File: src/rtl/pwm_pkg.sv
package pwm_pkg;
  localparam int PRE_W    = 6;
  localparam int CNT_W    = 10;
  localparam int REG_W    = 11;
  localparam int ADDR_W   = 5;
  localparam int SD_BIT   = 6;
  localparam int FULL_BIT = 10;
  localparam int BANK_BIT = 4;

  localparam logic [1:0] SEL_CTRL = 2'd0;
  localparam logic [1:0] SEL_DUTY = 2'd1;
  localparam logic [1:0] SEL_PER  = 2'd2;

  typedef struct packed {
    logic [PRE_W-1:0] pre;
    logic             sd;
    logic [CNT_W-1:0] dc;
    logic             full;
    logic [CNT_W-1:0] pv;
  } chan_cfg_t;

  // Output level at a given position inside the period.
  function automatic logic level_at(input logic [CNT_W-1:0] pos,
                                    input logic [CNT_W-1:0] dc,
                                    input logic full);
    return full | (pos < dc);
  endfunction

  // Read word for one register of a bank; unused bits are zero.
  function automatic logic [REG_W-1:0] pack_read(input chan_cfg_t c,
                                                 input logic [1:0] sel);
    case (sel)
      SEL_CTRL: return {{(REG_W-PRE_W-1){1'b0}}, c.sd, c.pre};
      SEL_DUTY: return {c.full, c.dc};
      SEL_PER:  return {{(REG_W-CNT_W){1'b0}}, c.pv};
      default:  return '0;
    endcase
  endfunction
endpackage

File: src/rtl/pwm_regbank.sv
module pwm_regbank
  import pwm_pkg::*;
(
  input  logic             clk,
  input  logic             rst,
  input  logic             we,
  input  logic [1:0]       sel,
  input  logic [REG_W-1:0] wdata,
  output chan_cfg_t        cfg,
  output logic [REG_W-1:0] rd_word
);
  always_ff @(posedge clk) begin
    if (rst) begin
      cfg <= '0;
    end else if (we) begin
      case (sel)
        SEL_CTRL: begin
          cfg.pre <= wdata[PRE_W-1:0];
          cfg.sd  <= wdata[SD_BIT];
        end
        SEL_DUTY: begin
          cfg.dc   <= wdata[CNT_W-1:0];
          cfg.full <= wdata[FULL_BIT];
        end
        SEL_PER: cfg.pv <= wdata[CNT_W-1:0];
        default: ;
      endcase
    end
  end

  always_comb rd_word = pack_read(cfg, sel);
endmodule

File: src/rtl/pwm_engine.sv
module pwm_engine
  import pwm_pkg::*;
(
  input  logic      clk,
  input  logic      rst,
  input  logic      en,
  input  chan_cfg_t cfg,
  output logic      pwm_out
);
  logic             run;
  logic             tick;
  logic             period_end;
  logic [PRE_W-1:0] pre_cnt, pre_act;
  logic [CNT_W-1:0] per_cnt, pv_act, dc_act;
  logic             full_act;

  assign run        = en & ~cfg.sd;
  assign tick       = (pre_cnt == pre_act);
  assign period_end = tick && (per_cnt == pv_act);

  always_ff @(posedge clk) begin
    if (rst) begin
      pre_cnt  <= '0;
      per_cnt  <= '0;
      pre_act  <= '0;
      pv_act   <= '0;
      dc_act   <= '0;
      full_act <= 1'b0;
    end else if (!run || period_end) begin
      pre_cnt  <= '0;
      per_cnt  <= '0;
      pre_act  <= cfg.pre;
      pv_act   <= cfg.pv;
      dc_act   <= cfg.dc;
      full_act <= cfg.full;
    end else if (tick) begin
      pre_cnt <= '0;
      per_cnt <= per_cnt + 1'b1;
    end else begin
      pre_cnt <= pre_cnt + 1'b1;
    end
  end

  assign pwm_out = run & level_at(per_cnt, dc_act, full_act);

  // counters never run past the active limits
  p_cnt_bound_r3: assert property (@(posedge clk) disable iff (rst)
    run |-> (pre_cnt <= pre_act && per_cnt <= pv_act));
  // active values hold steady within a period
  p_hold_cfg_r7: assert property (@(posedge clk) disable iff (rst)
    (run && !period_end) |=> ($stable(dc_act) && $stable(pv_act) &&
                              $stable(pre_act) && $stable(full_act)));
  // an idle channel sits at the start of a period
  p_idle_reset_r8: assert property (@(posedge clk) disable iff (rst)
    !run |=> (pre_cnt == '0 && per_cnt == '0));
  // zero duty without the flag never drives high
  p_zero_low_r6: assert property (@(posedge clk) disable iff (rst)
    (dc_act == '0 && !full_act) |-> !pwm_out);
endmodule

File: src/rtl/pwm_dual_bank.sv
module pwm_dual_bank
  import pwm_pkg::*;
#(
  parameter int NUM_CH = 2
) (
  input  logic              clk,
  input  logic              rst,
  input  logic              reg_we,
  input  logic [ADDR_W-1:0] reg_addr,
  input  logic [REG_W-1:0]  reg_wdata,
  output logic [REG_W-1:0]  reg_rdata,
  input  logic [NUM_CH-1:0] ch_en,
  output logic [NUM_CH-1:0] pwm_out
);
  localparam int MAX_CH = 2;

  logic             aligned;
  logic             bank;
  logic [1:0]       sel;
  logic [REG_W-1:0] rd_word [MAX_CH];

  assign aligned = (reg_addr[1:0] == 2'b00);
  assign bank    = reg_addr[BANK_BIT];
  assign sel     = reg_addr[3:2];

  for (genvar c = 0; c < MAX_CH; c++) begin : g_ch
    if (c < NUM_CH) begin : g_on
      chan_cfg_t cfg;
      pwm_regbank u_bank (
        .clk     (clk),
        .rst     (rst),
        .we      (reg_we && aligned && (bank == 1'(c))),
        .sel     (sel),
        .wdata   (reg_wdata),
        .cfg     (cfg),
        .rd_word (rd_word[c])
      );
      pwm_engine u_eng (
        .clk     (clk),
        .rst     (rst),
        .en      (ch_en[c]),
        .cfg     (cfg),
        .pwm_out (pwm_out[c])
      );
    end else begin : g_off
      assign rd_word[c] = '0;
    end
  end

  always_ff @(posedge clk) begin
    if (rst) reg_rdata <= '0;
    else if (aligned && (int'(bank) < NUM_CH)) reg_rdata <= rd_word[bank];
    else reg_rdata <= '0;
  end

  // misaligned addresses read as zero
  p_rd_blank_r1: assert property (@(posedge clk) disable iff (rst)
    (reg_addr[1:0] != 2'b00) |=> (reg_rdata == '0));
endmodule

File: config.mk
export PLATFORM = sky130hd
export DESIGN_NAME = pwm_dual_bank
export DESIGN_NICKNAME = d
export VERILOG_FILES = /design/src/rtl/pwm_pkg.sv /design/src/rtl/pwm_regbank.sv /design/src/rtl/pwm_engine.sv /design/src/rtl/pwm_dual_bank.sv
export SDC_FILE = /design/constraint.sdc
export NUM_CORES = 1
export LEC_CHECK = 0
export ABC_CLOCK_PERIOD_IN_PS = 2300
export BUFFER_PORTS_ARGS = -buffer_cell sky130_fd_sc_hd__buf_4
export CAP_MARGIN = 15
export CORE_ASPECT_RATIO = 2
export CORE_UTILIZATION = 50
export CTS_CLUSTER_DIAMETER = 150
export DETAILED_ROUTE_END_ITERATION = 8
export PLACE_DENSITY = 0.69
export RECOVER_POWER = 25
export SYNTH_ARGS = -nofsm -noshare
export SYNTH_HDL_FRONTEND = slang
export SYNTH_SLANG_ARGS = --single-unit
File: constraint.sdc
create_clock -name clk -period 2.3 [get_ports clk]
set_clock_uncertainty 0.1 [all_clocks]
set_input_delay 0.345 -clock clk [delete_from_list [all_inputs] [get_ports clk]]
set_output_delay 0.345 -clock clk [all_outputs]
set_load 0.005 [all_outputs]
==> results.cfg, run 1 <==
[hold_path]
hp-start = reg_wdata[10]
hold_end = g_ch[0].g_on.u_bank.cfg[10]$_SDFFE_PP0P_
hp-class = input port to flip-flop
hold_path_depth = 3

[synthesis]
synthTopCellsByArea = dfxtp_1 (41%), mux2i_1 (16%), nand2b_1 (9.5%)
synth_top_area_share = 0.410
synth-warning-count = 0
async_flop_share = 0
syn-cell-area_mm2 = 0.00747
syn-num-nets = 846
ys_types = 47
ys_seq_elements = 153
syn_inst = 803
synth_top_area_cell = dfxtp_1
yosys_most_used_dff = dfxtp_1
yosysSeqAreaShare = 0.410
synth_edf_count = 0
avgSynthCellArea_um2 = 9.31

[critical_path]
required_ns = 1.86
startpoint = g_ch[0].g_on.u_eng.per_cnt[8]$_SDFFE_PP0P_
worstSetupPathType = flip-flop to output pin
crit_fanout = 2
r2r-end = g_ch[0].g_on.u_eng.dc_act[8]$_SDFFE_PP0P_
cp-end-kind = output pin
r2r_cells = 6
cp.arrival_ns = 1.92
rr_startpoint = g_ch[0].g_on.u_eng.per_cnt[8]$_SDFFE_PP0P_
rrSetupSlack_ns = 0.09
critPathLaunchType = flip-flop

[sta]
hold_viol_final = 0
setup_ws_ns = -0.0622
rsz0062_at_grt = true
post-route-period-util = 1.03
tightest_slew_ns = 1.51
slew_headroom = -0.00701
timing.hold.ws_ns = 0.0765
finalCriticalPeriod_ns = 2.36
timing.fmax_ghz = 0.423
finalMaxSlewViolations = 22
fin_tns_setup_ns = -0.116
setup_viol = 4

[drt]
ant_nets = 0
drt_wl_total_um = 18400
via_per_inst = 5.52
dr.pass1.iters = 5
vias = 5820
wl_per_cell_um = 17.5
drt_iter0_markers = 243
drc_errors = 0

[floorplan]
die_y_um = 175
num_rows = 62
die-width_um = 88.4
start_util = 0.515
core_mm2 = 0.0145
die_area_mm2 = 0.0155
io_pins = 34

[place]
io_buffer_count = 33
post-place-cells = 1013
dp_hpwl_um = 13000
dpl_cell_area_mm2 = 0.00800
pre_cts_ws_ns = 0.0679
place.gp.congestion = 0.923

[clock_tree]
insertion_delay_ns = 0.42
clk_pin_slew_ns = 0.06
hold_buffers = 0
clock_path_buffers = 2
h-tree-depth = 4
numCtsBuffers = 17
cts_tree = done
cts_root_buffer = clkbuf_16
cts.sinks = 153

[global_route]
grt_antenna_before_repair = 0
grt_overflow = 0
grt_max_degree = 75
grt_first_pass_wirelength_um = 29300
grt_use_total = 0.249
grt_pass1_vias = 5822

[layout]
n_antenna_cell = 0
final_cells = 1055
design_area_mm2 = 0.00896
drive_above_1_share = 0.171
post-route-util = 0.618
nNetsFinal = 893
syn2layout_area_growth_pct = 19.9
most-common-layout-cells = dfxtp_1 (137), mux2i_1 (118), nand2b_1 (114)
layout_commonest_cell = dfxtp_1

[outcome]
failed_checks = max-capacitance violations, max-slew violations, negative setup slack
outcome = finished, violations left

[flow_run]
max_cap_violations = 1

[pwr]
powerDensity_mw_per_mm2 = 698
p_leak_nw = 3.55
power_mw = 6.25
peakVddDrop_v = 0.000605
metal layers:
metal	up-vias	wire length (um)	global-route usage
met4	0	733	0.135
met2	147	9520	0.424
met1	2778	7600	0.291
li1	2853	-	-
met3	42	559	0.0411
met5	-	0	0
registers in the layout (all words and copies together), names as in the netlist:
register / count
g_ch.g_on.u_bank.cfg: 56
g_ch.g_on.u_eng.full_act: 2
g_ch.g_on.u_eng.pre_act: 12
g_ch.g_on.u_eng.pv_act: 20
g_ch.g_on.u_eng.pre_cnt: 12
g_ch.g_on.u_eng.per_cnt: 20
g_ch.g_on.u_eng.dc_act: 20
reg_rdata: 11
worst max-delay path, stage by stage, from the launching register on:
cell	delay [ns]
dfxtp_2	0.32
buf_6	0.12
ha_4	0.21
a21o_1	0.16
a21oi_2	0.22
o2111ai_2	0.16
a21oi_2	0.18
buf_4	0.13
logic make-up after synthesis:
| family | after synthesis | share of synthesized area |
|---|---|---|
| multiplexers | 118 | 0.158 |
| XOR/XNOR | 40 | 0.0469 |
| buffers and inverters | 67 | 0.0399 |
| adder cells (fa/ha/maj) | 22 | 0.0368 |
| AO/OA/AOI/OAI | 96 | 0.0872 |
| flip-flops | 153 | 0.410 |
| AND/OR/NAND/NOR | 307 | 0.221 |
power by group:
group,leakage [nW],switching [mW],internal (mW)
logic,1.97,0.183,0.131
clock network,0.334,1.10,2.17
registers,1.24,0.0111,2.66
synth_stat cells, types with 6 or more instances:
library cell	number
o31ai_1	9
dfxtp_1	153
nor2_1	69
o2bb2a_1	6
xor2_1	14
ha_1	22
mux2i_1	118
nand2b_1	114
buf_2	7
inv_1	20
and3_1	12
nand3_1	28
clkbuf_1	29
a21oi_1	29
nand2_1	41
o211ai_1	10
xnor2_1	26
o21ai_1	9
nand4_1	10
layout make-up:
class,count,area [um^2]
clock buffers,20,447
clock inverters,12,245
fillers,1207,5550
inverters,20,75.1
multi-input cells,585,4310
flip-flops and latches,153,3090
well taps,192,240
repair buffers,73,548
worst max path at each step:
stage / cells past startpoint / endpoint / slack (ns)
2_1_floorplan: 8 / g_ch[1].g_on.u_eng.dc_act[0]$_SDFFE_PP0P_ / 0.42
3_3_place_gp: 7 / pwm_out[0] / 0.12
3_5_place_dp: 5 / g_ch[0].g_on.u_eng.pre_act[5]$_SDFFE_PP0P_ / 0.07
4_1_cts: 7 / pwm_out[0] / -0.04
5_1_grt: 7 / pwm_out[0] / -0.11
6_report: 7 / pwm_out[0] / -0.06
repair_timing:
| action | CTS | global route |
|---|---|---|
| buffers inserted | 3 | 6 |
| endpoints found under the hold margin | 0 | 0 |
| resized for setup | 35 | 15 |
| gates cloned | 1 | 1 |
| pin swaps | 17 | 14 |
| setup endpoints to repair | 2 | 42 |
Power figures use the tool's default switching activity.
==> inputs of run 2 (changes only) <==
--- a/config.mk
+++ b/config.mk
@@ -9,3 +9,2 @@
 export BUFFER_PORTS_ARGS = -buffer_cell sky130_fd_sc_hd__buf_4
-export CAP_MARGIN = 15
 export CORE_ASPECT_RATIO = 2
@@ -16,2 +15,3 @@
 export RECOVER_POWER = 25
+export SLEW_MARGIN = 20
 export SYNTH_ARGS = -nofsm -noshare
--- a/constraint.sdc
+++ b/constraint.sdc
@@ -4,2 +4,2 @@
 set_output_delay 0.345 -clock clk [all_outputs]
-set_load 0.005 [all_outputs]
+set_load 0.02 [all_outputs]
==> run 2 against run 1 <==
Against the previous run: the flow finishes with violations (negative setup slack); critical path type unchanged; global-route usage grew 0.18 points; critical endpoint unchanged; via count shrank 1.6%; worst hold slack is essentially flat; final area shrank 1.6%; worst setup slack lost 0.0014 ns; critical path depth grew 1; non-clock buffer count shrank 3; die area is the same; clock power shrank 15%; fmax is essentially flat.
==> results.cfg, run 2 (synthesized netlist as in run 1, its figures left out) <==
[critical_path]
worstSetupPathType = flip-flop to output pin
required_ns = 1.86
max_stage_delay_ns = 0.33
cp.arrival_ns = 1.92
crit_fanout = 2
critPathSlowestCell = dfxtp_2
cp-end-kind = output pin
crit_chain = buf_6, ha_4, a21oi_2, nor2b_1, o21ai_1, o2111ai_2, a21oi_2, buf_6
critPathLaunchType = flip-flop

[global_route]
grt_overflow = 0
grt_antenna_before_repair = 0
grt_first_pass_wirelength_um = 29300
grt_use_total = 0.251
grt_pass1_vias = 5893
grt_max_degree = 92

[clock_tree]
cts_root_buffer = clkbuf_16
hold_buffers = 0
clock_path_buffers = 2
clk_pin_slew_ns = 0.07
h-tree-depth = 4
cts.sinks = 153
numCtsBuffers = 17
insertion_delay_ns = 0.42
cts_tree = done

[sta]
rsz0062_at_grt = true
slew_headroom = 0.0302
hold_viol_final = 0
post-route-period-util = 1.03
tightest_slew_ns = 1.45
setup_viol = 3
finalMaxSlewViolations = 0
timing.fmax_ghz = 0.423
fin_tns_setup_ns = -0.0828
finalCriticalPeriod_ns = 2.36
setup_ws_ns = -0.0636

[layout]
most-common-layout-cells = dfxtp_1 (134), mux2i_1 (118), nand2b_1 (114)
largest_register = g_ch.g_on.u_bank.cfg
largest_reg_flops = 56
layout_commonest_cell = dfxtp_1
nNetsFinal = 888
syn2layout_area_growth_pct = 18.0
drive_above_1_share = 0.162
n_antenna_cell = 0
final_cells = 1050

[drt]
wl_per_cell_um = 17.2
drt_iter0_markers = 322
ant_nets = 0
via_per_inst = 5.45
drc_errors = 0
vias = 5727
dr.pass1.iters = 5
drt_wl_total_um = 18000

[outcome]
outcome = finished, violations left
failed_checks = negative setup slack

[place]
place.gp.congestion = 0.947
dp_hpwl_um = 12900
post-place-cells = 1010
io_buffer_count = 33

[pwr]
power.switching_mw = 1.25
power_frac_seq = 0.465
peakVddDrop_v = 0.000559
p_leak_nw = 3.45
power_mw = 5.75
p_sw_frac = 0.218
internal_power_mw = 4.50
power_frac_clock = 0.481
p_comb_frac = 0.054
powerDensity_mw_per_mm2 = 652

[floorplan]
num_rows = 62
die-width_um = 88.4
io_pins = 34
core_mm2 = 0.0145
die_y_um = 175
die_area_mm2 = 0.0155
start_util = 0.515

[flow_run]
max_cap_violations = 0

[hold_path]
hp-class = input port to flip-flop
## run 2: cell count changes in the layout (fill, tap and decap cells not counted), moves of 3 or more
cell	change
buf_4	-3
clkbuf_1	+10
ha_2	+3
xor2_1	-3
clkbuf_4	-10
dfxtp_1	-3
clkinv_2	+3
clkbuf_8	+3
dfxtp_2	+3
bufinv_16	-5
## run 2: power by group through the flow
stage / clock (mW) / sequential [mW] / combinational, mW
detailed placement: 0 / 2.73 / 0.304
CTS: 2.80 / 2.67 / 0.307
global placement: 0 / 2.73 / 0.302
floorplan: 0 / 2.73 / 0.198
finish: 2.77 / 2.67 / 0.311
global route: 2.93 / 2.67 / 0.329
## run 2: repair_timing
item,in CTS,in global routing
setup endpoints to repair,2,29
pin swaps,18,1
cloned,0,0
setup buffers,8,0
gates resized for setup,51,6
## run 2: area by class of cell
class,count,area (um^2)
fill,1236,5690
multi-input combinational,583,4300
sequential,153,3100
timing repair buffer,70,518
clock buffer,24,492
tap,192,240
clock inverter,8,92.6
inverter,20,75.1
## run 2: routing by layer
| layer | GRT usage | wire, um | vias to the layer above |
|---|---|---|---|
| li1 | - | - | 2835 |
| met2 | 0.441 | 9450 | 127 |
| met1 | 0.282 | 7350 | 2724 |
| met4 | 0.129 | 699 | 0 |
| met3 | 0.0430 | 531 | 41 |
| met5 | 0 | 0 | - |
## run 2: worst paths after layout
kind / start / to / cells after the start / slack (ns)
setup / recovery: g_ch[0].g_on.u_eng.per_cnt[4]$_SDFFE_PP0P_ / pwm_out[0] / 8 / -0.06
hold / removal: reg_wdata[10] / g_ch[0].g_on.u_bank.cfg[10]$_SDFFE_PP0P_ / 3 / 0.08
setup reg to reg: g_ch[0].g_on.u_eng.pv_act[8]$_SDFFE_PP0P_ / g_ch[0].g_on.u_eng.pv_act[2]$_SDFFE_PP0P_ / 5 / -0.02
hold reg to reg: g_ch[1].g_on.u_eng.dc_act[7]$_SDFFE_PP0P_ / g_ch[1].g_on.u_eng.dc_act[7]$_SDFFE_PP0P_ / 2 / 0.37
## run 2: per-stage QoR
step	util	setup WS (ns)	cell area [um^2]	hold WS, ns
after floorplan	-	0.419	7470	0.341
after global placement	0.550	0.0883	7980	0.361
after detailed placement	0.550	0.0435	7980	0.368
after CTS	0.607	-0.0622	8810	0.0562
after global routing	0.608	-0.148	8820	0.0702
final	0.608	-0.0636	8820	0.0767
## run 2: critical path: cells and delay by family, from the launching register on
family | cells | cell delay [ns]
buffers and inverters | 2 | 0.26
adder cells (fa/ha/maj) | 1 | 0.21
AND/OR/NAND/NOR | 1 | 0.05
AO/OA/AOI/OAI | 4 | 0.63
flip-flops | 1 | 0.33
